`config.mk`:
```
export PLATFORM = sky130hd
export DESIGN_NAME = mgap_ctrl
export DESIGN_NICKNAME = d
export VERILOG_FILES = /design/src/rtl/mgap_pkg.sv /design/src/rtl/mgap_timer.sv /design/src/rtl/mgap_calc.sv /design/src/rtl/mgap_issue.sv /design/src/rtl/mgap_ctrl.sv
export SDC_FILE = /design/constraint.sdc
export NUM_CORES = 1
export LEC_CHECK = 0
export ABC_CLOCK_PERIOD_IN_PS = 3070
export BUFFER_PORTS_ARGS = -buffer_cell sky130_fd_sc_hd__clkbuf_2
export CORE_AREA = 2 2 71 73
export CTS_CLUSTER_SIZE = 40
export DETAILED_ROUTE_END_ITERATION = 8
export DIE_AREA = 0 0 73 75
export MAX_ROUTING_LAYER = met4
export PLACE_DENSITY = 0.71
export SLEW_MARGIN = 20
export SYNTH_ARGS = -nofsm -noshare
export SYNTH_HDL_FRONTEND = slang
export SYNTH_SLANG_ARGS = --single-unit
```
`constraint.sdc`:
```
create_clock -name clk -period 3.07 [get_ports clk]
set_input_delay 0.307 -clock clk [delete_from_list [all_inputs] [get_ports clk]]
set_output_delay 0.307 -clock clk [all_outputs]
set_load 0.03 [all_outputs]
```
`src/rtl/mgap_pkg.sv`:
```
package mgap_pkg;
    localparam int NBANK  = 4;
    localparam int CNT_W  = 4;
    localparam int DATA_W = 16;
    localparam int BANK_W = $clog2(NBANK);
    localparam int GAP_W  = CNT_W + 1;
    localparam int CFG_W  = NBANK * CNT_W;

    typedef logic [BANK_W-1:0] bank_t;
    typedef logic [GAP_W-1:0]  gap_t;
    typedef logic [CFG_W-1:0]  cfg_t;
    typedef logic [DATA_W-1:0] data_t;

    localparam gap_t GAP_MAX = '1;

    localparam logic [1:0] LANE_LO = 2'b01;
    localparam logic [1:0] LANE_HI = 2'b10;

    typedef struct packed {
        logic  valid;
        logic  wr;
        bank_t bank;
    } hist_t;

    function automatic gap_t gap_need(hist_t h, logic wr, bank_t bank,
                                      cfg_t idle, cfg_t turn);
        logic [CNT_W-1:0] ic;
        logic [CNT_W-1:0] tc;
        gap_t g;
        ic = idle[h.bank*CNT_W +: CNT_W];
        tc = turn[h.bank*CNT_W +: CNT_W];
        g  = GAP_W'(ic);
        if (h.bank != bank || h.wr != wr)
            g = g + GAP_W'(tc);
        if (!h.valid)
            g = '0;
        return g;
    endfunction

    function automatic logic [1:0] lane_be_n(logic [1:0] lane);
        case (lane)
            LANE_LO: return 2'b10;
            LANE_HI: return 2'b01;
            default: return 2'b00;
        endcase
    endfunction
endpackage

```
`src/rtl/mgap_timer.sv`:
```
module mgap_timer
    import mgap_pkg::*;
(
    input  logic  clk,
    input  logic  rst,
    input  logic  accept,
    input  logic  acc_write,
    input  bank_t acc_bank,
    output hist_t hist,
    output gap_t  since
);
    always_ff @(posedge clk) begin
        if (rst) begin
            hist  <= '0;
            since <= GAP_MAX;
        end else if (accept) begin
            hist.valid <= 1'b1;
            hist.wr    <= acc_write;
            hist.bank  <= acc_bank;
            since      <= '0;
        end else if (since != GAP_MAX) begin
            since <= since + 1'b1;
        end
    end

    assert_restart_R6: assert property (@(posedge clk) disable iff (rst)
        accept |=> (since == '0 && hist.valid));

    assert_count_R6: assert property (@(posedge clk) disable iff (rst)
        (!accept && since != GAP_MAX) |=> since == gap_t'($past(since) + 1'b1));

    assert_hist_R1: assert property (@(posedge clk) disable iff (rst)
        accept |=> (hist.bank == $past(acc_bank) && hist.wr == $past(acc_write)));
endmodule

```
`src/rtl/mgap_calc.sv`:
```
module mgap_calc
    import mgap_pkg::*;
(
    input  hist_t hist,
    input  gap_t  since,
    input  logic  req_write,
    input  bank_t req_bank,
    input  cfg_t  cfg_idle,
    input  cfg_t  cfg_turn,
    output logic  gap_ok
);
    gap_t need;

    always_comb begin
        need   = gap_need(hist, req_write, req_bank, cfg_idle, cfg_turn);
        gap_ok = (since >= need);
    end
endmodule

```
`src/rtl/mgap_issue.sv`:
```
module mgap_issue
    import mgap_pkg::*;
(
    input  logic       clk,
    input  logic       rst,
    input  logic       accept,
    input  logic       acc_write,
    input  bank_t      acc_bank,
    input  logic [1:0] acc_lane,
    input  data_t      acc_wdata,
    output logic       iss_valid,
    output logic       iss_write,
    output bank_t      iss_bank,
    output data_t      iss_wdata,
    output logic [1:0] be_n,
    output logic       be_oe
);
    always_ff @(posedge clk) begin
        if (rst) begin
            iss_valid <= 1'b0;
            iss_write <= 1'b0;
            iss_bank  <= '0;
            iss_wdata <= '0;
            be_n      <= 2'b11;
            be_oe     <= 1'b0;
        end else if (accept) begin
            iss_valid <= 1'b1;
            iss_write <= acc_write;
            iss_bank  <= acc_bank;
            iss_wdata <= acc_wdata;
            be_oe     <= acc_write;
            be_n      <= acc_write ? lane_be_n(acc_lane) : 2'b11;
        end else begin
            iss_valid <= 1'b0;
            be_oe     <= 1'b0;
            be_n      <= 2'b11;
        end
    end

    assert_read_hiz_R8: assert property (@(posedge clk) disable iff (rst)
        (iss_valid && !iss_write) |-> !be_oe);

    assert_drive_only_write_R9: assert property (@(posedge clk) disable iff (rst)
        be_oe |-> (iss_valid && iss_write));

    assert_lane_active_R10: assert property (@(posedge clk) disable iff (rst)
        be_oe |-> ($countones(be_n) <= 1));
endmodule

```
`src/rtl/mgap_ctrl.sv`:
```
module mgap_ctrl
    import mgap_pkg::*;
(
    input  logic              clk,
    input  logic              rst,
    input  logic              req_valid,
    output logic              req_ready,
    input  logic              req_write,
    input  logic [BANK_W-1:0] req_bank,
    input  logic [1:0]        req_lane,
    input  logic [DATA_W-1:0] req_wdata,
    input  logic [CFG_W-1:0]  cfg_idle,
    input  logic [CFG_W-1:0]  cfg_turn,
    output logic              iss_valid,
    output logic              iss_write,
    output logic [BANK_W-1:0] iss_bank,
    output logic [DATA_W-1:0] iss_wdata,
    output logic [1:0]        be_n,
    output logic              be_oe
);
    hist_t hist;
    gap_t  since;
    logic  gap_ok;
    logic  accept;

    assign req_ready = gap_ok;
    assign accept    = req_valid && gap_ok;

    mgap_timer u_timer (
        .clk       (clk),
        .rst       (rst),
        .accept    (accept),
        .acc_write (req_write),
        .acc_bank  (req_bank),
        .hist      (hist),
        .since     (since)
    );

    mgap_calc u_calc (
        .hist      (hist),
        .since     (since),
        .req_write (req_write),
        .req_bank  (req_bank),
        .cfg_idle  (cfg_idle),
        .cfg_turn  (cfg_turn),
        .gap_ok    (gap_ok)
    );

    mgap_issue u_issue (
        .clk       (clk),
        .rst       (rst),
        .accept    (accept),
        .acc_write (req_write),
        .acc_bank  (req_bank),
        .acc_lane  (req_lane),
        .acc_wdata (req_wdata),
        .iss_valid (iss_valid),
        .iss_write (iss_write),
        .iss_bank  (iss_bank),
        .iss_wdata (iss_wdata),
        .be_n      (be_n),
        .be_oe     (be_oe)
    );

    assert_issue_follows_R7: assert property (@(posedge clk) disable iff (rst)
        accept |=> iss_valid);

    assert_no_spurious_R7: assert property (@(posedge clk) disable iff (rst)
        !accept |=> !iss_valid);
endmodule

```
==> metrics <==
GRT Total Usage=0.1674; fin. max-slew vios=0; Worst Setup End Kind=output pin; Top FF cell, synth=dfxtp_1; Worst Tran Pin Value=643.5 ps; Layout Nets=332; worst-path cell with the longest stage delay=mux4_2; routability-driven placement congestion ratio=0.7920; Peak Freq=297.3 MHz; Synth top area share=0.3163; placed wire-length estimate=2990 um; Hold Fails Final Rpt=0; layout cell share with drive strength beyond 1=0.4755; Max-Cap Viols=0; Critical Path, Cell by Cell=buf_12 -> buf_4 -> mux4_2 -> ha_1 -> xnor2_1 -> mux2_4 -> nand2_4 -> ha_4 -> a21oi_2 -> o21ai_2 -> a21o_1 -> a21o_1 -> buf_8; WL final=3992 um; antenna violations before repair=0; PwrDens=1118 mW/mm^2; RSZ-0062 raised after global routing=yes; CTS root buf=clkbuf_8; Final Setup Violations=30; die width=73 um; CTS tree=done; Fillers=414; commonest non-fill, non-tap cells in the layout=clkbuf_2, nand2b_1, dfxtp_1; pre-CTS WS=-231.7 ps; CP max stage delay=500 ps; Syn Area/Cell=10.55 um^2; largest net degree at the start of global routing=46; fin crit share=1.096; leakage power=1.270 nW; post-synthesis register bit count=29; Clk pin slew, worst setup/hold paths=60 ps; CP top delay family=multiplexers; sum of buffers and inverters on the critical path=3; failing checks=setup timing; drt pass-1 iters=4; Area contributors post-synth=dfxtp_1, mux2i_1, nand2b_1, mux4_1, ha_1; final setup skew=5.150 ps; I/O pin cnt=80; fin crit period=3363 ps; DRT iter0 DRCs=52; post-synthesis sequential area ratio=0.3163; Inserted Diodes=0; Max Buffers Root-to-Sink=2; Synth Instances=174; Synth async-reset ratio=0; worst skew pair latency=280 ps; Cell Area, Synth=0.001836 mm^2; Mapped Nets=242; vias in the first global route=1512; most common cell after layout, fill and taps aside=clkbuf_2; Max VDD drop=468.4 uV; Rel. slew slack=0.5710; Std-Cell Core Area=0.004661 mm^2; Num CTS Buffers=5; CP most frequent cell=a21o_1; YS warnings=0; port buffer count=79; Core Util, Final=0.5707; Die Span Y=75 um; Initial Util=0.3938; top cell type by total area after synthesis=dfxtp_1; WS Path Type=flop to output pin; DRC=0; clk sink count=29; worst min path class=primary input to flop; detailed-route via count=1534; via density per instance=4.809; Antenna Nets Post-Route=0; die area=0.005475 mm^2; htree depth=2; worst-path fanout max=7; Area growth, synth to finish=44.92%; num rows=25; Post-synth EDFFs=0; status=complete, but fails checks; crit path DAT=3060 ps; global route overflow=0; first-pass GRT wire length=6851 um; crit start category=flop; required time worst endpoint=2760 ps; Yosys cell types=33; final worst setup slack=-293.3 ps; wire per inst=12.51 um
through the flow:
step,std cells,setup TNS (ps),instance area (um^2),power [mW],hold slack [ps]
6_report,319,-2605,2660,2.974,262.8
5_1_grt,319,-8349,2660,3.202,260.3
4_1_cts,318,-3009,2630,2.966,260.5
3_5_place_dp,304,-4269,2302,2.099,461.0
3_3_place_gp,304,-2285,2302,2.071,460.9
2_1_floorplan,174,0,1828,1.750,438.0
cell families (layout without fill, tap and decap cells):
| family | Yosys count | in the layout | share of synthesized area |
|---|---|---|---|
| compound gates | 16 | 16 | 0.06339 |
| xor+xnor | 8 | 8 | 0.03817 |
| fa+ha+maj | 12 | 12 | 0.08589 |
| buf+inv | 17 | 108 | 0.05248 |
| flops | 29 | 29 | 0.3163 |
| mux | 34 | 34 | 0.2495 |
| simple gates | 58 | 58 | 0.1943 |
metal layers:
metal,GRT usage,vias to the layer above,part of all wire
met5,-,-,0
met4,0.06379,0,0.018
met3,0.04150,8,0.043
met2,0.2503,43,0.48
met1,0.2184,703,0.46
li1,-,780,-
repair_timing:
action,4_1_cts,5_1_grt
endpoints found under the setup margin,29,30
pin swaps,7,1
hold buffers,0,0
resized for setup,26,9
gates cloned,2,0
endpoints found under the hold margin,0,0
buffers inserted,4,3
sequential cells by signal (all words and copies together) (netlist names):
signal	flops
u_issue.be_n	2
u_timer.hist	3
u_timer.since	5
u_issue.be_oe	1
u_issue.iss_valid	1
u_issue.iss_wdata	16
u_issue.iss_write	1
worst register-to-register path: cells and delay by family (launching register included):
family                     cells  cell delay, ps
buffers and inverters          5             560
adders and majority gates      3             870
AOI/OAI and AO/OA              2             430
and+or+nand+nor                2             140
muxes                          3             840
DFF                            1             340
cell usage after synthesis, types with 2 or more instances:
library cell  instances
a21oi_1               3
buf_2                 2
xnor2_1               2
xor2_1                6
a21o_1                4
buf_4                 2
mux2_2                2
clkbuf_1              4
nand2b_1             37
dfxtp_1              29
inv_1                 6
nand2_1               5
nand3_1               4
buf_6                 3
mux2i_1              24
nor2b_1               5
ha_1                 11
mux4_1                6
o21bai_1              5
report_power, final:
| part | switching [mW] | internal [mW] | total, mW | leakage [nW] |
|---|---|---|---|---|
| combinational | 0.913 | 1.02 | 1.93 | 0.971 |
| sequential | 0.112 | 0.523 | 0.635 | 0.240 |
| clock | 0.142 | 0.264 | 0.406 | 0.0585 |
| total | 1.17 | 1.81 | 2.97 | 1.27 |
final cells by class:
| class | instances | area [um^2] | share of cell area |
|---|---|---|---|
| inverter | 6 | 22.52 | 0.008467 |
| tap | 54 | 67.56 | 0.02540 |
| timing repair buffer | 94 | 615.6 | 0.2314 |
| clock inverter | 1 | 30.03 | 0.01129 |
| clock buffer | 7 | 86.33 | 0.03246 |
| multi-input combinational | 128 | 1256 | 0.4722 |
| sequential | 29 | 581.8 | 0.2187 |
path summary, 6_finish.rpt:
kind | slack, ps | to | from | depth (start not counted)
setup / recovery | -290 | req_ready | u_timer.hist[0]$_SDFFE_PP0P_ | 13
hold / removal | 260 | u_issue.iss_wdata[2]$_SDFFE_PP0P_ | req_wdata[2] | 3
setup reg to reg | -160 | u_issue.iss_wdata[14]$_SDFFE_PP0P_ | u_timer.hist[0]$_SDFFE_PP0P_ | 15
hold reg to reg | 470 | u_issue.iss_wdata[9]$_SDFFE_PP0P_ | u_issue.iss_wdata[9]$_SDFFE_PP0P_ | 2
Power figures use the tool's default switching activity.
